[config.mk]
export PLATFORM = sky130hd
export DESIGN_NAME = tern_incdec
export DESIGN_NICKNAME = d
export VERILOG_FILES = /design/src/rtl/tern_pkg.sv /design/src/rtl/tern_sel3.sv /design/src/rtl/tern_edge.sv /design/src/rtl/tern_half_cell.sv /design/src/rtl/tern_incdec.sv
export SDC_FILE = /design/constraint.sdc
export NUM_CORES = 1
export LEC_CHECK = 0
export BUFFER_PORTS_ARGS = -buffer_cell sky130_fd_sc_hd__buf_2
export CELL_PAD_IN_SITES_DETAIL_PLACEMENT = 1
export CELL_PAD_IN_SITES_GLOBAL_PLACEMENT = 1
export CORE_AREA = 2 2 39 41
export DETAILED_ROUTE_END_ITERATION = 12
export DIE_AREA = 0 0 41 43
export GPL_ROUTABILITY_DRIVEN = 0
export GPL_TIMING_DRIVEN = 0
export PLACE_DENSITY = 0.64
export SLEW_MARGIN = 20
export SYNTH_ARGS = -nofsm -noshare
export SYNTH_HDL_FRONTEND = slang
export SYNTH_SLANG_ARGS = --single-unit
export TNS_END_PERCENT = 5
[constraint.sdc]
create_clock -name vclk -period 1.59
set_input_delay 0.3975 -clock vclk [all_inputs]
set_output_delay 0.3975 -clock vclk [all_outputs]
set_load 0.01 [all_outputs]
[src/rtl/tern_pkg.sv]
package tern_pkg;

    typedef logic [1:0] trit_t;

    localparam trit_t TR_ZERO = 2'b00;
    localparam trit_t TR_POS  = 2'b01;
    localparam trit_t TR_NEG  = 2'b11;

    function automatic int trit_val(input trit_t t);
        case (t)
            TR_POS:  return 1;
            TR_NEG:  return -1;
            default: return 0;
        endcase
    endfunction

    function automatic bit trit_legal(input trit_t t);
        return (t == TR_ZERO) || (t == TR_POS) || (t == TR_NEG);
    endfunction

    function automatic int pow3(input int n);
        int r;
        r = 1;
        for (int i = 0; i < n; i++) r = r * 3;
        return r;
    endfunction

endpackage

[src/rtl/tern_sel3.sv]
module tern_sel3
    import tern_pkg::*;
(
    input  trit_t sel,
    input  trit_t on_neg,
    input  trit_t on_zero,
    input  trit_t on_pos,
    output trit_t y
);
    always_comb begin
        case (sel)
            TR_NEG:  y = on_neg;
            TR_POS:  y = on_pos;
            default: y = on_zero;
        endcase
    end
endmodule

[src/rtl/tern_edge.sv]
module tern_edge
    import tern_pkg::*;
#(
    parameter bit POS_SIDE = 1'b0
)(
    input  trit_t x,
    input  trit_t a,
    input  trit_t b,
    output trit_t y
);
    generate
        if (POS_SIDE) begin : g_pos
            assign y = (x == TR_POS) ? b : a;
        end else begin : g_neg
            assign y = (x == TR_NEG) ? a : b;
        end
    endgenerate
endmodule

[src/rtl/tern_half_cell.sv]
module tern_half_cell
    import tern_pkg::*;
(
    input  trit_t data_i,
    input  trit_t adj_i,
    output trit_t res_o,
    output trit_t cy_o
);
    trit_t dn_mod;
    trit_t up_mod;
    trit_t lo_edge;
    trit_t hi_edge;

    tern_sel3 u_dn (.sel(data_i), .on_neg(TR_POS), .on_zero(TR_NEG), .on_pos(TR_ZERO), .y(dn_mod));
    tern_sel3 u_up (.sel(data_i), .on_neg(TR_ZERO), .on_zero(TR_POS), .on_pos(TR_NEG), .y(up_mod));
    tern_sel3 u_res (.sel(adj_i), .on_neg(dn_mod), .on_zero(data_i), .on_pos(up_mod), .y(res_o));

    tern_edge #(.POS_SIDE(1'b0)) u_lo (.x(data_i), .a(TR_NEG), .b(TR_ZERO), .y(lo_edge));
    tern_edge #(.POS_SIDE(1'b1)) u_hi (.x(data_i), .a(TR_ZERO), .b(TR_POS), .y(hi_edge));
    tern_sel3 u_cy (.sel(adj_i), .on_neg(lo_edge), .on_zero(TR_ZERO), .on_pos(hi_edge), .y(cy_o));
endmodule

[src/rtl/tern_incdec.sv]
module tern_incdec
    import tern_pkg::*;
#(
    parameter int WIDTH = 3
)(
    input  logic [2*WIDTH-1:0] num_i,
    input  logic [1:0]         adj_i,
    output logic [2*WIDTH-1:0] sum_o,
    output logic [1:0]         carry_o
);
    trit_t chain [WIDTH+1];

    assign chain[0] = adj_i;

    generate
        for (genvar k = 0; k < WIDTH; k++) begin : g_cell
            tern_half_cell u_cell (
                .data_i (num_i[2*k +: 2]),
                .adj_i  (chain[k]),
                .res_o  (sum_o[2*k +: 2]),
                .cy_o   (chain[k+1])
            );
        end
    endgenerate

    assign carry_o = chain[WIDTH];
endmodule

Word-level counts from Yosys, hierarchy flattened
Cells that the tools add are included. Widths: inputs -> output; s select.

Equal/unequal tests: 12. Mux-type cells: 18.

Operator list (count): $pmux 2 s2 (12); $eq 2x1->1 const B (6); $eq 2x2->1 const B (6); $mux 2 (3); $mux 1 (3).

Flip-flop bits (word level): 0. Input port bits: 8. Output and inout port bits: 8. Word-level logic and storage cells: 30.

Longest topological paths before layout
Gate-level depths: netlist of run 1.

Depth after elaboration: 7. Mapped depth: 5. Depth with buffers taken out: 4.

Cells and area by module
A second synthesis of run 1 with hierarchy kept.

Cells, all modules: 96. Area, all modules: 683.2 µm².

By module, submodules not included: tern_sel3 (times used 12, cells an instance 6, area an instance 37.5 µm², sequential area each 0.0 µm²); tern_edge (g_cell[0].u_cell.u_hi ...) (times used 3, cells an instance 3, area an instance 43.8 µm², sequential area each 0.0 µm²); tern_edge (g_cell[0].u_cell.u_lo ...) (times used 3, cells an instance 3, area an instance 26.3 µm², sequential area each 0.0 µm²); tern_half_cell (times used 3, cells an instance 2, area an instance 7.5 µm², sequential area each 0.0 µm²).

Worst setup path before layout of run 1
No wires, ideal clock.

Kind: input -> output. Start: input port adj_i[1]. End: output port sum_o[5]. Arrival: 1.303 ns. Data required time: 1.192 ns. Path slack: -0.111 ns. Cell stages on the path: 5. Buffers on the path: 1. Path through: buf_6 or2_4 or3_1 a2bb2oi_1 o211ai_2.

Cells in the longest elaborated chain, start to end: 6. Elaborated cells on any way between the ends: 9. Classes of those cells: 6 x eq/ne; 3 x mux.

Ends and longest elaborated chain: from (decl) (RTL line tern_incdec.sv:7) `input logic [1:0] adj_i,`; $eq 2x1->1 / $eq 2x2->1 (equally long branches) (RTL line tern_sel3.sv:11) `case (sel)`; $pmux 2 s2 (*) (RTL line tern_sel3.sv:11); $eq 2x1->1 / $eq 2x2->1 (equally long branches) (RTL line tern_sel3.sv:11); $pmux 2 s2 (*) (RTL line tern_sel3.sv:11); $eq 2x1->1 / $eq 2x2->1 (equally long branches) (RTL line tern_sel3.sv:11); $pmux 2 s2 (*) (RTL line tern_sel3.sv:11); to (decl) (RTL line tern_incdec.sv:8) `output logic [2*WIDTH-1:0] sum_o,`.

Mark *: on every way between the ends. The rest lies on a longest branch, timed or not.

Worst setup path in the final report of run 1
Start: input port num_i[1]. End: output port sum_o[5].

Cells in the longest elaborated chain, start to end: 7. Elaborated cells on any way between the ends: 11. Classes of those cells: 6 x eq/ne; 5 x mux.

Ends and longest elaborated chain: from (decl) (RTL line tern_incdec.sv:6) `input logic [2*WIDTH-1:0] num_i,`; $eq 2x1->1 / $eq 2x2->1 (equally long branches) (RTL line tern_edge.sv:13, tern_edge.sv:15); $mux 1 / $mux 2 (equally long branches) (RTL line tern_edge.sv:13, tern_edge.sv:15); $pmux 2 s2 (*) (RTL line tern_sel3.sv:11); $eq 2x1->1 / $eq 2x2->1 (equally long branches) (RTL line tern_sel3.sv:11); $pmux 2 s2 (*) (RTL line tern_sel3.sv:11); $eq 2x1->1 / $eq 2x2->1 (equally long branches) (RTL line tern_sel3.sv:11); $pmux 2 s2 (*) (RTL line tern_sel3.sv:11).

Marks and branches as above.

==> summary.md, run 1 <==
| Metric | Value |
|---|---|
| Largest family of logic cells by synthesized area | `compound AO/OA/AOI/OAI gates` |
| Vias | `346` |
| Crit Path Class | `input pin to output pin` |
| Initial core utilization | `17.2%` |
| Max_slew headroom | `84.8%` |
| Nets@finish | `66` |
| Die height | `43 µm` |
| Dpl hpwl | `631 µm` |
| Setup TNS | `-0.607 ns` |
| Worst hold path endpoint | `sum_o[4]` |
| Total Routed Length | `814 µm` |
| Number of buffers inserted by hold repair at cts | `0` |
| Antenna violations before repair | `0` |
| Post-DP Area | `333 µm²` |
| Die area | `1760 µm²` |
| Worst path required time | `1.19 ns` |
| Most frequent cells in the layout | `buf_2, a21oi_1, nand4_1, nor2_1` |
| Placed Cells incl. Taps | `70` |
| LEAKAGE | `0.160 nW` |
| Core ar. | `1380 µm²` |
| Worst hold path depth | `3` |
| Actual slew at the worst max-slew pin | `0.225 ns` |
| Vias per cell | `4.81` |
| Area growth syn-to-layout | `68.4%` |
| Tmin final | `1.80 ns` |
| Global route overflow | `0` |
| Synth Warn # | `0` |
| Worst VDD drop | `68.5 µV` |
| Failing checks | `negative setup slack` |
| Sequential element share of the synthesized area | `0%` |
| Seq_cells | `0` |
| Post-synthesis mux area share | `4.21%` |
| Max Slew Vio Count | `0` |
| Final WS setup | `-0.213 ns` |
| ANT cells | `0` |
| DRT iter0 DRCs | `3` |
| Final period util | `113%` |
| Syn Inst Count | `39` |
| Hold Vio Cnt, Final | `0` |
| CP max FO | `8` |
| Fmax | `555 MHz` |
| Post-synthesis net count | `47` |
| Worst Setup Start Kind | `input pin` |
| Complex-gate fraction of the synthesized area | `45.3%` |
| RSZ-0062 raised after global routing | `true` |
| Capturing element type of the critical path | `output pin` |
| Share of layout cells above drive strength 1 | `50.0%` |
| Site Rows | `14` |
| Vias in the first global route | `294` |
| Worst hold start | `num_i[4]` |
| # clk buffers | `0` |
| Synth Area in Adders | `0%` |
| Non-Filler Cell Area, Final | `400 µm²` |
| DRT Pass-1 Iters | `2` |
| Post-Synth XOR/XNOR Area | `0%` |
| Pin count of the biggest net entering global routing | `11` |
| Post-route DRC | `0` |
| Hold Crit Class | `input pin to output pin` |
| Final std cells w/o fill | `72` |
| Distinct cell type count of the synthesized netlist | `21` |
| Status | `finished with violations` |
| Storage cell area | `0 µm²` |
| Place WS | `-0.336 ns` |
| Simple-gate share of the synthesized area | `42.6%` |
| Post-synthesis cell area | `238 µm²` |
| Die extent in x | `41 µm` |
| Setup Viol. Count Final | `5` |
| Syn Area/Cell | `6.10 µm²` |
| Num ports | `16` |
| Global-route wire length before repair | `1300 µm` |
| Commonest non-fill, non-tap cell in the layout | `buf_2` |
| Pwr dens | `252 nW/µm²` |
| WL/cell | `11.3 µm` |
| PortBufs | `15` |
| DRT antenna net count | `0` |
| Global-route usage over all layers | `9.69%` |
| Worst EP arrival | `1.41 ns` |
| MaxCap Viol Count | `0` |
==> worst max-delay path, cell delays in order <==
cell and delay, ns:
buf_12 0.11, or2_4 0.22, or3_4 0.34, a2bb2oi_2 0.14, o211ai_2 0.05, buf_2 0.14
==> synth_stat cells (all sizes together) <==
cell type,count,area [µm²]
buf,1,11.3
o311ai,1,8.76
mux2i,1,10.0
inv,1,3.75
clkbuf,1,3.75
a21oi,6,30.0
nor2,5,18.8
nor3b,2,15.0
nand2,3,11.3
nor2b,2,12.5
nand3,1,5.00
o22a,2,17.5
o21a,2,15.0
a2bb2oi,1,8.76
nor3,1,5.00
o211ai,1,12.5
or2,1,8.76
nand4,3,18.8
or3,1,6.26
o21ai,3,15.0
==> metal layers <==
metal | vias to the layer above | GRT usage (%) | share of wire [%]
met4 | 0 | 0 | 0
met1 | 152 | 16.5 | 51
met3 | 0 | 0 | 4.9
met2 | 10 | 14.1 | 44
li1 | 184 | - | -
met5 | - | 0 | 0
==> cells by family (layout without fill, tap and decap cells) <==
kind of cell	count (synthesis)	count (layout)
simple gates	19	19
compound gates	16	16
buf+inv	3	20
mux	1	1
==> where the power goes <==
group          leakage (nW)  total, mW  internal [mW]  switching [mW]
Combinational         0.160      0.101         0.0493          0.0516
Sequential                0          0              0               0
Clock                     0          0              0               0
Total                 0.160      0.101         0.0493          0.0516
==> stage by stage <==
stage	util (%)	hold slack, ns	total power [mW]
2_1_floorplan	-	0.872	0.0495
3_3_place_gp	24.1	1.13	0.0839
3_5_place_dp	24.1	1.13	0.0851
4_1_cts	27.6	1.13	0.0976
5_1_grt	28.9	1.16	0.111
6_report	28.9	1.12	0.101
==> final cells by class <==
type	instances	area, µm²
fillers	188	983
plain buffers	2	25.0
multi-input cells	36	246
inverters	1	3.75
repair buffers	17	105
well taps	16	20.0
==> worst max-delay path by stage <==
stage,slack (ns),start,end
final,-0.21,num_i[1],sum_o[5]
after global routing,-0.25,num_i[1],sum_o[5]
after CTS,-0.26,adj_i[1],sum_o[5]
after detailed placement,-0.34,num_i[1],sum_o[5]
after global placement,-0.33,num_i[1],sum_o[5]
after floorplan,-0.10,adj_i[1],sum_o[5]
==> repair_timing <==
item / 4_1_cts / 5_1_grt
pin swaps: 3 / 1
resized for setup: 9 / 6
setup endpoints to repair: 7 / 7
buffers inserted: 2 / 0
No activity file was read; power rests on OpenSTA's default activity.
==> run 2, diff against run 1 <==
- ABC_AREA: unset -> 1
==> summary.md, run 2 <==
| Metric | Value |
|---|---|
| Die extent in x | `41 µm (unchanged)` |
| Worst hold path depth | `4 (was 3)` |
| Syn Inst Count | `43 (was 39)` |
| Post-synth top cells | `nand3_1, inv_1, nand2_1 (was a21oi_1, nor2_1, nand2_1, nand4_1)` |
| Global-route usage over all layers | `6.79% (was 9.69%)` |
| Die height | `43 µm (unchanged)` |
| Worst Setup Start Kind | `input pin (unchanged)` |
| DRT antenna net count | `0 (unchanged)` |
| DRT iter0 DRCs | `1 (was 3)` |
| Die area | `1760 µm² (unchanged)` |
| Vias per cell | `4.35 (was 4.81)` |
| Share of layout cells above drive strength 1 | `47.5% (was 50.0%)` |
| Pwr dens | `234 nW/µm² (was 252 nW/µm²)` |
| Max Slew Vio Count | `0 (unchanged)` |
| CP max-delay cell | `nor2_2 (was or3_4)` |
| Syn Area/Cell | `4.89 µm² (was 6.10 µm²)` |
| Final period util | `96.1% (was 113%)` |
| Capturing element type of the critical path | `output pin (unchanged)` |
| Most instantiated library cell after synthesis | `nand3_1 (was a21oi_1)` |
| Num ports | `16 (unchanged)` |
| Tmin final | `1.53 ns (was 1.80 ns)` |
| Hold Vio Cnt, Final | `0 (unchanged)` |
| Hold Crit Class | `input pin to output pin (unchanged)` |
| Commonest non-fill, non-tap cell in the layout | `buf_2 (unchanged)` |
| Fill cells | `194 (was 188)` |
| Buffers & Inverters on Critical Path | `2 (unchanged)` |
| Distinct cell type count of the synthesized netlist | `11 (was 21)` |
| Post-route DRC | `0 (unchanged)` |
| Cell family with most CP delay | `simple AND/OR/NAND/NOR gates (unchanged)` |
| Cell taking the most area after synthesis | `nand3_1 (was a21oi_1)` |
| Site Rows | `14 (unchanged)` |
| Global route overflow | `0 (unchanged)` |
| Worst path required time | `1.19 ns (about the same)` |
| Dpl hpwl | `613 µm (was 631 µm)` |
| Setup crit start | `num_i[1] (unchanged)` |
| CP max FO | `3 (was 8)` |
| Setup TNS | `0 ns (was -0.607 ns)` |
| Post-synthesis cell area | `210 µm² (was 238 µm²)` |
| Worst EP arrival | `1.13 ns (was 1.41 ns)` |
| Worst hold start | `num_i[5] (was num_i[4])` |
| Synth Warn # | `0 (unchanged)` |
| Antenna violations before repair | `0 (unchanged)` |
| Initial core utilization | `15.2% (was 17.2%)` |
| Cell mode on critical path | `nand3_1` |
| Post-DP Area | `310 µm² (was 333 µm²)` |
| Total Routed Length | `723 µm (was 814 µm)` |
| Main area contributors after synthesis | `nand3_1, inv_1, nand2_1 (was a21oi_1, nand4_1, nor2_1)` |
| Fmax | `655 MHz (was 555 MHz)` |
| Vias in the first global route | `257 (was 294)` |
| MaxCap Viol Count | `0 (unchanged)` |
| Pin count of the biggest net entering global routing | `7 (was 11)` |
| Storage cell area | `0 µm² (unchanged)` |
| Core ar. | `1380 µm² (unchanged)` |
| # clk buffers | `0 (unchanged)` |
| WL/cell | `9.64 µm (was 11.3 µm)` |
| Non-Filler Cell Area, Final | `372 µm² (was 400 µm²)` |
| DRT Pass-1 Iters | `2 (unchanged)` |
| Postcts setup bufs | `0 (was 2)` |
| LEAKAGE | `0.194 nW (was 0.160 nW)` |
| Post-synthesis net count | `51 (was 47)` |
| Fraction of synthesized cell area taken by the top area cell type | `26.2% (was 12.6%)` |
| Crit Path Class | `input pin to output pin (unchanged)` |
| CP endpoint | `sum_o[3] (was sum_o[5])` |
| Status | `complete, no violations (was finished with violations)` |
| Number of buffers inserted by hold repair at cts | `0 (unchanged)` |
| WP depth | `6 (unchanged)` |
| Seq_cells | `0 (unchanged)` |
| Vias | `326 (was 346)` |
| Actual slew at the worst max-slew pin | `0.159 ns (was 0.225 ns)` |
| Slowest stage delay, CP | `0.15 ns (was 0.34 ns)` |
| PortBufs | `16 (was 15)` |
| Most frequent cells in the layout | `buf_2, nand3_1, inv_1, nand2_1, nor2_4 (was buf_2, a21oi_1, nand4_1, nor2_1)` |
| Sequential element share of the synthesized area | `0% (unchanged)` |
| RSZ-0062 raised after global routing | `false (was true)` |
| Global-route wire length before repair | `917 µm (was 1300 µm)` |
| Nets@finish | `69 (was 66)` |
| ANT cells | `0 (unchanged)` |
| CP cell instances | `buf_4, nor2_2, nand2_1, nand3_1, nand3_1, buf_2 (was buf_12, or2_4, or3_4, a2bb2oi_2, o211ai_2, buf_2)` |
| Setup Viol. Count Final | `0 (was 5)` |
| Area growth syn-to-layout | `76.8% (was 68.4%)` |
| Max_slew headroom | `89.4% (was 84.8%)` |
| Power, Total | `0.0869 mW (was 0.101 mW)` |
| Worst VDD drop | `78.5 µV (was 68.5 µV)` |
-- run 2: cell count changes after synthesis, moves of 3 or more --
cell,delta
nand3_1,+10
a21oi_1,-6
nand4_1,-3
nand2_2,+3
inv_1,+7
nand2_1,+5
-- run 2: how the worst min path moves through the flow --
stage / to / slack (ns)
global route: sum_o[1] / 1.18
finish: sum_o[5] / 1.14
floorplan: carry_o[1] / 0.94
detailed placement: sum_o[5] / 1.15
CTS: sum_o[5] / 1.15
global placement: sum_o[5] / 1.15
-- run 2: cells by family after synthesis --
| family | after synthesis | share of synthesized area, % |
|---|---|---|
| buffers and inverters | 8 | 14.3 |
| AO/OA/AOI/OAI | 5 | 14.9 |
| AND/OR/NAND/NOR | 30 | 70.8 |
-- run 2: cell type report --
class	count	area, µm²	area share (%)
Multi-Input combinational cell	35	228	61.3
Tap cell	16	20.0	5.39
Inverter	8	30.0	8.08
Timing Repair Buffer	16	93.8	25.3
-- run 2: layer usage --
layer	wire length (µm)	global-route usage, %
met2	361	12.2
met3	30	0
met4	0	0
met5	0	0
met1	331	9.18
-- run 2: timing repair --
item                                    CTS  global route
pin swaps                                 1             5
gates resized for setup                   1            18
endpoints found under the setup margin    3             6
-- run 2: through the flow --
| stage | util, % | cells | worst slack (ns) | hold WS (ns) |
|---|---|---|---|---|
| floorplan | - | 43 | 0.291 | 0.938 |
| global placement | 22.4 | 75 | -0.0213 | 1.15 |
| detailed placement | 22.4 | 75 | -0.00985 | 1.15 |
| CTS | 22.6 | 75 | 0.00418 | 1.15 |
| global route | 26.9 | 75 | 0.00324 | 1.18 |
| finish | 26.9 | 75 | 0.0623 | 1.14 |
-- run 2: worst min-delay path: cells and delay by family --
| family | cells | cell delay, ns |
|---|---|---|
| buf+inv | 2 | 0.22 |
| simple gates | 2 | 0.13 |
-- run 2: where the power goes --
part | total, mW | internal [mW] | switching [mW]
logic | 0.0869 | 0.0367 | 0.0502
registers | 0 | 0 | 0
clock network | 0 | 0 | 0
